File: src/rtl/smic_pkg.sv
package smic_pkg;

  typedef enum logic [1:0] {
    PH_IDLE  = 2'd0,
    PH_WRITE = 2'd1,
    PH_READ  = 2'd2
  } phase_t;

  localparam logic [3:0] OP_GETST   = 4'd0;
  localparam logic [3:0] OP_WRSTART = 4'd1;
  localparam logic [3:0] OP_WRNEXT  = 4'd2;
  localparam logic [3:0] OP_WREND   = 4'd3;
  localparam logic [3:0] OP_RDSTART = 4'd4;
  localparam logic [3:0] OP_RDNEXT  = 4'd5;
  localparam logic [3:0] OP_RDEND   = 4'd6;

  localparam logic [2:0] CTRL_STREAM = 3'b010;
  localparam logic [3:0] STAT_PREFIX = 4'b1100;

  localparam logic [7:0] ERR_NONE   = 8'h00;
  localparam logic [7:0] ERR_ILLCTL = 8'h02;
  localparam logic [7:0] ERR_NORSP  = 8'h03;
  localparam logic [7:0] ERR_FULL   = 8'h05;

  typedef struct packed {
    logic       fire;
    logic [7:0] status;
    logic       ldErr;
    logic [7:0] errCode;
    logic       ldRsp;
    logic       rdRestart;
    logic       wrFirst;
    logic       wrAppend;
    logic       rdDone;
    logic       reqDone;
  } strobe_t;

endpackage

File: src/rtl/smic_ctrl.sv
module smic_ctrl
  import smic_pkg::*;
(
  input  logic       clk,
  input  logic       rstN,
  input  logic       busy,
  input  logic [7:0] ctrlByte,
  input  logic       reqFull,
  input  logic       reqOvf,
  input  logic       rspAvail,
  input  logic       rdMore,
  input  logic       rdLast,
  output strobe_t    stb,
  output logic       txOpen
);

  phase_t phase, phaseNxt;
  logic   bad;
  logic   wrErr;

  assign wrErr  = reqOvf || reqFull;
  assign txOpen = (phase == PH_IDLE) || ((phase == PH_WRITE) && !reqFull);

  always_comb begin
    stb      = '0;
    phaseNxt = phase;
    bad      = 1'b0;
    if (busy) begin
      stb.fire   = 1'b1;
      stb.status = {STAT_PREFIX, ctrlByte[3:0]};
      if (ctrlByte[7:5] != CTRL_STREAM) begin
        bad = 1'b1;
      end else begin
        case (ctrlByte[3:0])
          OP_GETST: phaseNxt = PH_IDLE;
          OP_WRSTART: begin
            stb.wrFirst = 1'b1;
            phaseNxt    = PH_WRITE;
          end
          OP_WRNEXT: begin
            if (phase == PH_WRITE) stb.wrAppend = 1'b1;
            else bad = 1'b1;
          end
          OP_WREND: begin
            if (phase == PH_WRITE) begin
              stb.wrAppend = 1'b1;
              stb.ldErr    = 1'b1;
              stb.errCode  = wrErr ? ERR_FULL : ERR_NONE;
              stb.reqDone  = !wrErr;
              phaseNxt     = PH_IDLE;
            end else bad = 1'b1;
          end
          OP_RDSTART: begin
            if (rspAvail) begin
              stb.ldRsp     = 1'b1;
              stb.rdRestart = 1'b1;
              phaseNxt      = PH_READ;
            end else begin
              stb.status  = {STAT_PREFIX, OP_GETST};
              stb.ldErr   = 1'b1;
              stb.errCode = ERR_NORSP;
              phaseNxt    = PH_IDLE;
            end
          end
          OP_RDNEXT: begin
            if ((phase == PH_READ) && rdMore) begin
              stb.ldRsp  = 1'b1;
              stb.status = {STAT_PREFIX, rdLast ? OP_RDEND : OP_RDNEXT};
            end else bad = 1'b1;
          end
          OP_RDEND: begin
            if (phase == PH_READ) begin
              stb.status  = {STAT_PREFIX, OP_GETST};
              stb.ldErr   = 1'b1;
              stb.errCode = ERR_NONE;
              stb.rdDone  = 1'b1;
              phaseNxt    = PH_IDLE;
            end else bad = 1'b1;
          end
          default: bad = 1'b1;
        endcase
      end
      if (bad) begin
        stb         = '0;
        stb.fire    = 1'b1;
        stb.status  = {STAT_PREFIX, OP_GETST};
        stb.ldErr   = 1'b1;
        stb.errCode = ERR_ILLCTL;
        phaseNxt    = PH_IDLE;
      end
    end
  end

  always_ff @(posedge clk) begin
    if (!rstN) phase <= PH_IDLE;
    else       phase <= phaseNxt;
  end

endmodule

File: src/rtl/smic_dp.sv
module smic_dp
  import smic_pkg::*;
#(
  parameter  int MAX_BYTES = 80,
  localparam int CW = $clog2(MAX_BYTES + 1),
  localparam int AW = $clog2(MAX_BYTES)
) (
  input  logic          clk,
  input  logic          rstN,
  input  logic [1:0]    hostAddr,
  input  logic          hostWr,
  input  logic [7:0]    hostWdata,
  output logic [7:0]    hostRdata,
  input  logic          rspWe,
  input  logic [AW-1:0] rspAddr,
  input  logic [7:0]    rspByte,
  input  logic          rspPost,
  input  logic [CW-1:0] rspLen,
  input  logic          rspUnsol,
  output logic          reqValid,
  output logic [CW-1:0] reqLen,
  input  logic [AW-1:0] reqRdAddr,
  output logic [7:0]    reqRdData,
  input  strobe_t       stb,
  input  logic          txOpen,
  output logic          busy,
  output logic [7:0]    ctrlByte,
  output logic [7:0]    statusReg,
  output logic [7:0]    dataReg,
  output logic          reqFull,
  output logic          reqOvf,
  output logic          rspAvail,
  output logic          rdMore,
  output logic          rdLast
);

  logic [7:0]    reqMem [MAX_BYTES];
  logic [7:0]    rspMem [MAX_BYTES];
  logic [CW-1:0] reqCnt, rdPos, rspLenR, rdIdx;
  logic          smsFlag;
  logic [7:0]    flags;

  assign reqFull   = (reqCnt == CW'(MAX_BYTES));
  assign rdMore    = (rdPos < rspLenR);
  assign rdLast    = ((rdPos + CW'(1)) == rspLenR);
  assign rdIdx     = stb.rdRestart ? '0 : rdPos;
  assign reqLen    = reqCnt;
  assign reqRdData = reqMem[reqRdAddr];
  assign flags     = {rspAvail, txOpen, 3'b000, smsFlag, 1'b0, busy};

  always_comb begin
    case (hostAddr)
      2'd0:    hostRdata = dataReg;
      2'd1:    hostRdata = statusReg;
      2'd2:    hostRdata = flags;
      default: hostRdata = 8'h00;
    endcase
  end

  always_ff @(posedge clk) begin
    if (!rstN) begin
      busy      <= 1'b0;
      ctrlByte  <= 8'h00;
      statusReg <= {STAT_PREFIX, OP_GETST};
      dataReg   <= ERR_NONE;
      reqCnt    <= '0;
      reqOvf    <= 1'b0;
      rdPos     <= '0;
      rspLenR   <= '0;
      rspAvail  <= 1'b0;
      smsFlag   <= 1'b0;
      reqValid  <= 1'b0;
    end else begin
      reqValid <= stb.reqDone;
      if (hostWr && !busy) begin
        case (hostAddr)
          2'd0:    dataReg  <= hostWdata;
          2'd1:    ctrlByte <= hostWdata;
          2'd2:    busy     <= hostWdata[0];
          default: ;
        endcase
      end
      if (stb.fire) begin
        busy      <= 1'b0;
        statusReg <= stb.status;
      end
      if (stb.ldErr) dataReg <= stb.errCode;
      if (stb.ldRsp) begin
        dataReg <= rspMem[rdIdx[AW-1:0]];
        rdPos   <= rdIdx + CW'(1);
      end
      if (stb.wrFirst) begin
        reqCnt <= CW'(1);
        reqOvf <= 1'b0;
      end else if (stb.wrAppend) begin
        if (reqFull) reqOvf <= 1'b1;
        else         reqCnt <= reqCnt + CW'(1);
      end
      if (rspPost) begin
        rspLenR  <= rspLen;
        rspAvail <= 1'b1;
        smsFlag  <= rspUnsol;
      end else if (stb.rdDone) begin
        rspAvail <= 1'b0;
        smsFlag  <= 1'b0;
      end
    end
  end

  always_ff @(posedge clk) begin
    if (stb.wrFirst)
      reqMem[0] <= dataReg;
    else if (stb.wrAppend && !reqFull)
      reqMem[reqCnt[AW-1:0]] <= dataReg;
  end

  always_ff @(posedge clk) begin
    if (rspWe) rspMem[rspAddr] <= rspByte;
  end

endmodule

File: src/rtl/smic_target.sv
module smic_target
  import smic_pkg::*;
#(
  parameter  int MAX_BYTES = 80,
  localparam int CW = $clog2(MAX_BYTES + 1),
  localparam int AW = $clog2(MAX_BYTES)
) (
  input  logic          clk,
  input  logic          rstN,
  input  logic [1:0]    hostAddr,
  input  logic          hostWr,
  input  logic [7:0]    hostWdata,
  output logic [7:0]    hostRdata,
  input  logic          rspWe,
  input  logic [AW-1:0] rspAddr,
  input  logic [7:0]    rspByte,
  input  logic          rspPost,
  input  logic [CW-1:0] rspLen,
  input  logic          rspUnsol,
  output logic          reqValid,
  output logic [CW-1:0] reqLen,
  input  logic [AW-1:0] reqRdAddr,
  output logic [7:0]    reqRdData
);

  strobe_t    stb;
  logic       txOpen, busyW, reqFull, reqOvf, rspAvail, rdMore, rdLast;
  logic [7:0] ctrlByte, statusW, dataW;

  smic_ctrl u_ctrl (
    .clk(clk), .rstN(rstN), .busy(busyW), .ctrlByte(ctrlByte),
    .reqFull(reqFull), .reqOvf(reqOvf), .rspAvail(rspAvail),
    .rdMore(rdMore), .rdLast(rdLast), .stb(stb), .txOpen(txOpen)
  );

  smic_dp #(.MAX_BYTES(MAX_BYTES)) u_dp (
    .clk(clk), .rstN(rstN), .hostAddr(hostAddr), .hostWr(hostWr),
    .hostWdata(hostWdata), .hostRdata(hostRdata), .rspWe(rspWe),
    .rspAddr(rspAddr), .rspByte(rspByte), .rspPost(rspPost),
    .rspLen(rspLen), .rspUnsol(rspUnsol), .reqValid(reqValid),
    .reqLen(reqLen), .reqRdAddr(reqRdAddr), .reqRdData(reqRdData),
    .stb(stb), .txOpen(txOpen), .busy(busyW), .ctrlByte(ctrlByte),
    .statusReg(statusW), .dataReg(dataW), .reqFull(reqFull),
    .reqOvf(reqOvf), .rspAvail(rspAvail), .rdMore(rdMore), .rdLast(rdLast)
  );

endmodule

File: config.mk
export PLATFORM = sky130hd
export DESIGN_NAME = smic_target
export DESIGN_NICKNAME = d
export VERILOG_FILES = /design/src/rtl/smic_pkg.sv /design/src/rtl/smic_ctrl.sv /design/src/rtl/smic_dp.sv /design/src/rtl/smic_target.sv
export SDC_FILE = /design/constraint.sdc
export NUM_CORES = 1
export LEC_CHECK = 0
export ABC_AREA = 1
export CORE_MARGIN = 2
export CORE_UTILIZATION = 47
export CTS_BUF_LIST = sky130_fd_sc_hd__clkbuf_4 sky130_fd_sc_hd__clkbuf_8
export DETAILED_ROUTE_END_ITERATION = 12
export DONT_BUFFER_PORTS = 1
export PLACE_DENSITY = 0.6
export SLEW_MARGIN = 20
export SYNTH_ARGS = -nofsm -noshare
export SYNTH_HDL_FRONTEND = slang
export SYNTH_SLANG_ARGS = --single-unit
File: constraint.sdc
create_clock -name clk -period 4.6 [get_ports clk]
set_input_delay 1.38 -clock clk [delete_from_list [all_inputs] [get_ports clk]]
set_output_delay 1.38 -clock clk [all_outputs]
set_load 0.005 [all_outputs]
== Word level (Yosys, flattened, before mapping) ==
Memories as Yosys holds them, arrays and structs flattened.
Index checks and enable logic that the tools add are counted.

* Register bits: 52
* Latch bits: 0
* RAM bits: 1280
* Bits in read-only memories: 0
* Logic and storage cells: 127
* Memories kept: 2

{| class="wikitable"
|+ Memory list
! memory !! depth !! width !! read ports !! clocked after memory_dff !! write ports !! line !! RTL
|-
| u_dp.reqMem || 80 || 8 || 1 || 0 || 1 || smic_dp.sv:37 || <nowiki>logic [7:0] reqMem [MAX_BYTES];</nowiki>
|-
| u_dp.rspMem || 80 || 8 || 1 || 0 || 1 || smic_dp.sv:38 || <nowiki>logic [7:0] rspMem [MAX_BYTES];</nowiki>
|}

* $add $sub $neg: 3
* Multipliers: 0
* Divide/modulo/power cells: 0
* $lt $le $gt $ge: 1
* Equality and inequality tests: 17
* Shift operators: 0
* Muxes and demuxes: 56
* Bitwise logic cells: 5
* Reductions and logical operators: 30

{| class="wikitable"
|+ Operator list
! operator !! count
|-
| $mux 23 || 2
|-
| $mux 8 || 5
|-
| $mux 1 || 28
|-
| $pmux 9 s3 || 1
|-
| $mux 13 || 2
|-
| $mux 24 || 1
|-
| $pmux 8 s3 || 1
|-
| $add 7x1->7 const B || 3
|-
| $mux 2 || 7
|-
| $mux 7 || 2
|-
| $eq 4x3->1 const B || 3
|-
| $pmux 4 s3 || 1
|-
| $reduce_and 2->1 || 6
|-
| $pmux 2 s5 || 1
|-
| $mux 9 || 1
|-
| $eq 4x2->1 const B || 2
|-
| $reduce_or 8->1 || 1
|-
| $eq 7x7->1 || 1
|-
| $eq 7x7->1 const B || 1
|-
| $lt 7x7->1 || 1
|-
| $ne 3x1->1 const B || 2
|-
| $reduce_bool 3->1 || 2
|-
| $reduce_bool 6->1 || 1
|-
| $reduce_or 2->1 || 3
|-
| 19 further kinds || 34
|}

== Depth between registers and ports, before layout ==
* Depth after elaboration: 14
* Depth in mapped cells: 19
* Mapped depth without buffers: 17

== Modules after synthesis ==
From an unflattened synthesis, not the netlist that was laid out.

* Cells, all modules: 4991
* Area, all modules: 55914.9 µm²

{| class="wikitable"
|+ By module, submodules not included
! module !! instances !! cells an instance !! area each (µm²) !! seq. area each (µm²)
|-
| smic_dp || 1 || 4891 || 55370.6 || 39437.8
|-
| smic_ctrl || 1 || 100 || 544.3 || 40.0
|}

== Worst setup path before layout ==
No wires, ideal clock.

* Kind: input-to-output
* Start: input reqRdAddr[1]
* End: output reqRdData[4]
* Arrival time: 2.825 ns
* Required time: 3.220 ns
* Slack: 0.395 ns
* Stages: 10
* Path buffers: 3
* Path through: clkbuf_1 -> inv_1 -> buf_2 -> clkbuf_1 -> o21ai_0 -> o22ai_1 -> nor2_1 -> o221ai_1 -> o311ai_0 -> a22oi_1

* Cells in the longest elaborated chain, start to end: 1

{| class="wikitable"
|+ RTL lines
! what !! line !! RTL
|-
| start: declaration || smic_target.sv:22 || <nowiki>input logic [AW-1:0] reqRdAddr,</nowiki>
|-
| $mem_v2 80x8 || -- ||
|-
| end: declaration || smic_target.sv:23 || <nowiki>output logic [7:0] reqRdData</nowiki>
|}

Every way passes these cells.

== Worst setup path in the final report ==
* Start: input reqRdAddr[0]
* End: output reqRdData[6]

The elaborated chain is that of the path after synthesis.

==> metrics.txt <==
DR vias=36240; largest net degree at the start of global routing=322; row count=126; P_int=18.73 mW; flops & latches, synth=1328; Cells after Synth=4686; synthesized area=55620 um^2; CP arrival=3.45 ns; DR WL/cell=22.59 um; CTS tree=yes; TritonRoute pass-1 iters=6; pre-CTS WS=-0.7093 ns; Die Ht=348.0 um; Hold-fix buffers, CTS=0; gp weighted congestion=0.8799; VDD IR max=0.2860 mV; clk slew on worst S/H paths=0.05 ns; relative slew slack=0.3011; RSZ-0062 raised after global routing=true; failing checks=negative setup slack; largest cells by area after synthesis=edfxtp_1, nor2_1, o21ai_0; final setup violation count=8; Reg power frac=0.555; largest area contributor in the netlist=edfxtp_1; initial antenna violation count=2; crit path launch type=input pin; crit path max fanout=321; Hold WC Path Type=register to register; drt total wl=146200 um; number of routed nets with antenna violations=0; post-route clock period utilization=1.050; Root Buffer Master=clkbuf_8; share of the synthesized area in the top cell type=0.6910; switching share of power=0.2201; DP HPWL=83720 um; Placed Area=57610 um^2; Initial Util=0.4723; Final Hold Vio Count=0; global-route wire length before repair=219900 um; gr ovfl total=0; Pleak=21.65 nW; nets@finish=4811; die width=348.0 um; setup bufs post-CTS=0; # fillers=10060; register area share after synthesis=0.7083; maxcap violations=0; worst setup path class=input pin to output port; Least-Margin Pin Slew=1.045 ns; CTS Buf Count=213; fraction of layout cells with a size suffix above 1=0.1235; All-Layer GR Usage=0.2400; Starting DRT DRC Count=3500; status=finished with violations; Port Buffer Count=0; clk_lat worst skew=0.95 ns; Die Area=121100 um^2; Clk pwr share=0.414; Crit. End Element=output port; vias in the first global route=35450; Max Clk Rate=0.2070 GHz; Warnings, synthesis=0; Total Power=24.02 mW; design area=62040 um^2; unique cell type count in the Yosys netlist=48; Vias/cell=5.602; number of clock sinks=1328; Area Overhead vs Synth=11.53%; drt drc=0; syn_nets=4742; Net Sw Power=5.287 mW; Comb pwr share=0.031; pins over their slew limit=0; setup TNS=-1.037 ns; Core Area=117800 um^2; final setup margin=-0.2298 ns; Top Ports=69; syn_area_per_cell=11.87 um^2; Final Critical Period=4.830 ns; Max Buffers Root-to-Sink=3; power per cell area=387.2 nW/um^2; Hold Slack=0.4393 ns; htree depth=4; Clock Skew=0.05465 ns; Critical Path RT=3.22 ns
registers in the layout (all words and copies together), names as in the netlist:
register / count
u_dp.dataReg: 8
u_dp.reqLen: 7
u_ctrl.phase: 2
u_dp.reqMem: 640
u_dp.reqOvf: 1
u_dp.reqValid: 1
u_dp.ctrlByte: 7
u_dp.smsFlag: 1
u_dp.statusReg: 5
u_dp.rspAvail: 1
u_dp.rspMem: 640
u_dp.rspLenR: 7
u_dp.busy: 1
u_dp.rdPos: 7
stage by stage:
step | utilization | cells
3_3_place_gp | 0.4892 | 6076
5_1_grt | 0.5268 | 6467
4_1_cts | 0.5256 | 6466
2_1_floorplan | - | 4686
3_5_place_dp | 0.4892 | 6076
6_report | 0.5268 | 6469
layout make-up:
type,instances,area (um^2),share of cell area
clock buffer,284,3477,0.05605
sequential,1328,39430,0.6356
inverter,350,1354,0.02182
multi-input combinational,2710,13700,0.2208
timing repair buffer,152,1455,0.02346
antenna,3,7.507,0.0001210
clock inverter,106,696.9,0.01123
tap,1536,1922,0.03098
synthesized netlist by cell type, drive strengths merged:
| library cell | instances |
|---|---|
| a211oi | 3 |
| a21boi | 1 |
| a21oi | 48 |
| a22oi | 7 |
| a31oi | 17 |
| buf | 138 |
| clkbuf | 160 |
| clkinv | 3 |
| dfxtp | 48 |
| edfxtp | 1280 |
| ha | 11 |
| inv | 347 |
| nand2 | 356 |
| nand3 | 480 |
| nand3b | 87 |
| nand4 | 15 |
| nor2 | 754 |
| nor3 | 30 |
| nor3b | 4 |
| nor4 | 3 |
| o2111ai | 32 |
| o211ai | 61 |
| o21ai | 543 |
| o221ai | 54 |
| o22ai | 137 |
| o311ai | 3 |
| o32ai | 1 |
| or2 | 51 |
| xnor2 | 7 |
| xor2 | 5 |
cell families after synthesis:
| kind of cell | share of synthesized area |
|---|---|
| AOI/OAI and AO/OA | 0.09474 |
| xor gates and xnor gates | 0.001889 |
| adders and majority gates | 0.002474 |
| buffers and inverters | 0.04985 |
| DFF | 0.7083 |
| and+or+nand+nor | 0.1428 |
worst paths after layout:
kind / start / endpoint / slack, ns / depth (start not counted)
setup / recovery: reqRdAddr[0] / reqRdData[6] / -0.23 / 10
hold / removal: u_dp.statusReg[3] / u_dp.statusReg[3] / 0.44 / 2
setup reg to reg: u_dp.rspLenR[2] / u_dp.reqMem[50][4] / 0.58 / 14
hold reg to reg: u_dp.statusReg[3] / u_dp.statusReg[3] / 0.44 / 2
worst max-delay path: stages:
cell and delay, ns:
o21ai_0 0.43, o22ai_1 0.16, nor2_1 0.11, nor2_1 0.05, o311ai_1 0.37, buf_4 0.20, nand2_1 0.05, nand2_1 0.04
o21ai_0 0.14, buf_4 0.18
timing repair:
| action | CTS | global route |
|---|---|---|
| endpoints found under the setup margin | 8 | 8 |
| cloned | 0 | 0 |
| pin swaps | 1 | 9 |
| resized for setup | 24 | 30 |
power groups by stage:
stage | sequential, mW | combinational [mW] | clock, mW
4_1_cts | 13.3 | 0.747 | 10.1
6_report | 13.3 | 0.756 | 9.94
3_3_place_gp | 13.6 | 0.726 | 0
5_1_grt | 13.3 | 0.825 | 10.7
3_5_place_dp | 13.6 | 0.732 | 0
2_1_floorplan | 13.6 | 0.425 | 0
per-layer routing:
metal,vias to the layer above,wire length [um],GRT usage
met4,0,4705,0.09162
met2,1250,72390,0.4042
met1,17660,59490,0.3063
met5,-,0,0
li1,17040,-,-
met3,285,9577,0.04903
placed cells by master (no fill, tap or decap), types with 87 or more instances in the layout:
cell	instances
nand2_1	342
o22ai_1	131
edfxtp_1	1280
clkbuf_8	215
nand3_1	477
nand3b_1	87
nor2_1	746
buf_4	124
inv_1	338
o21ai_0	523
(Power assumes the default switching activity.)
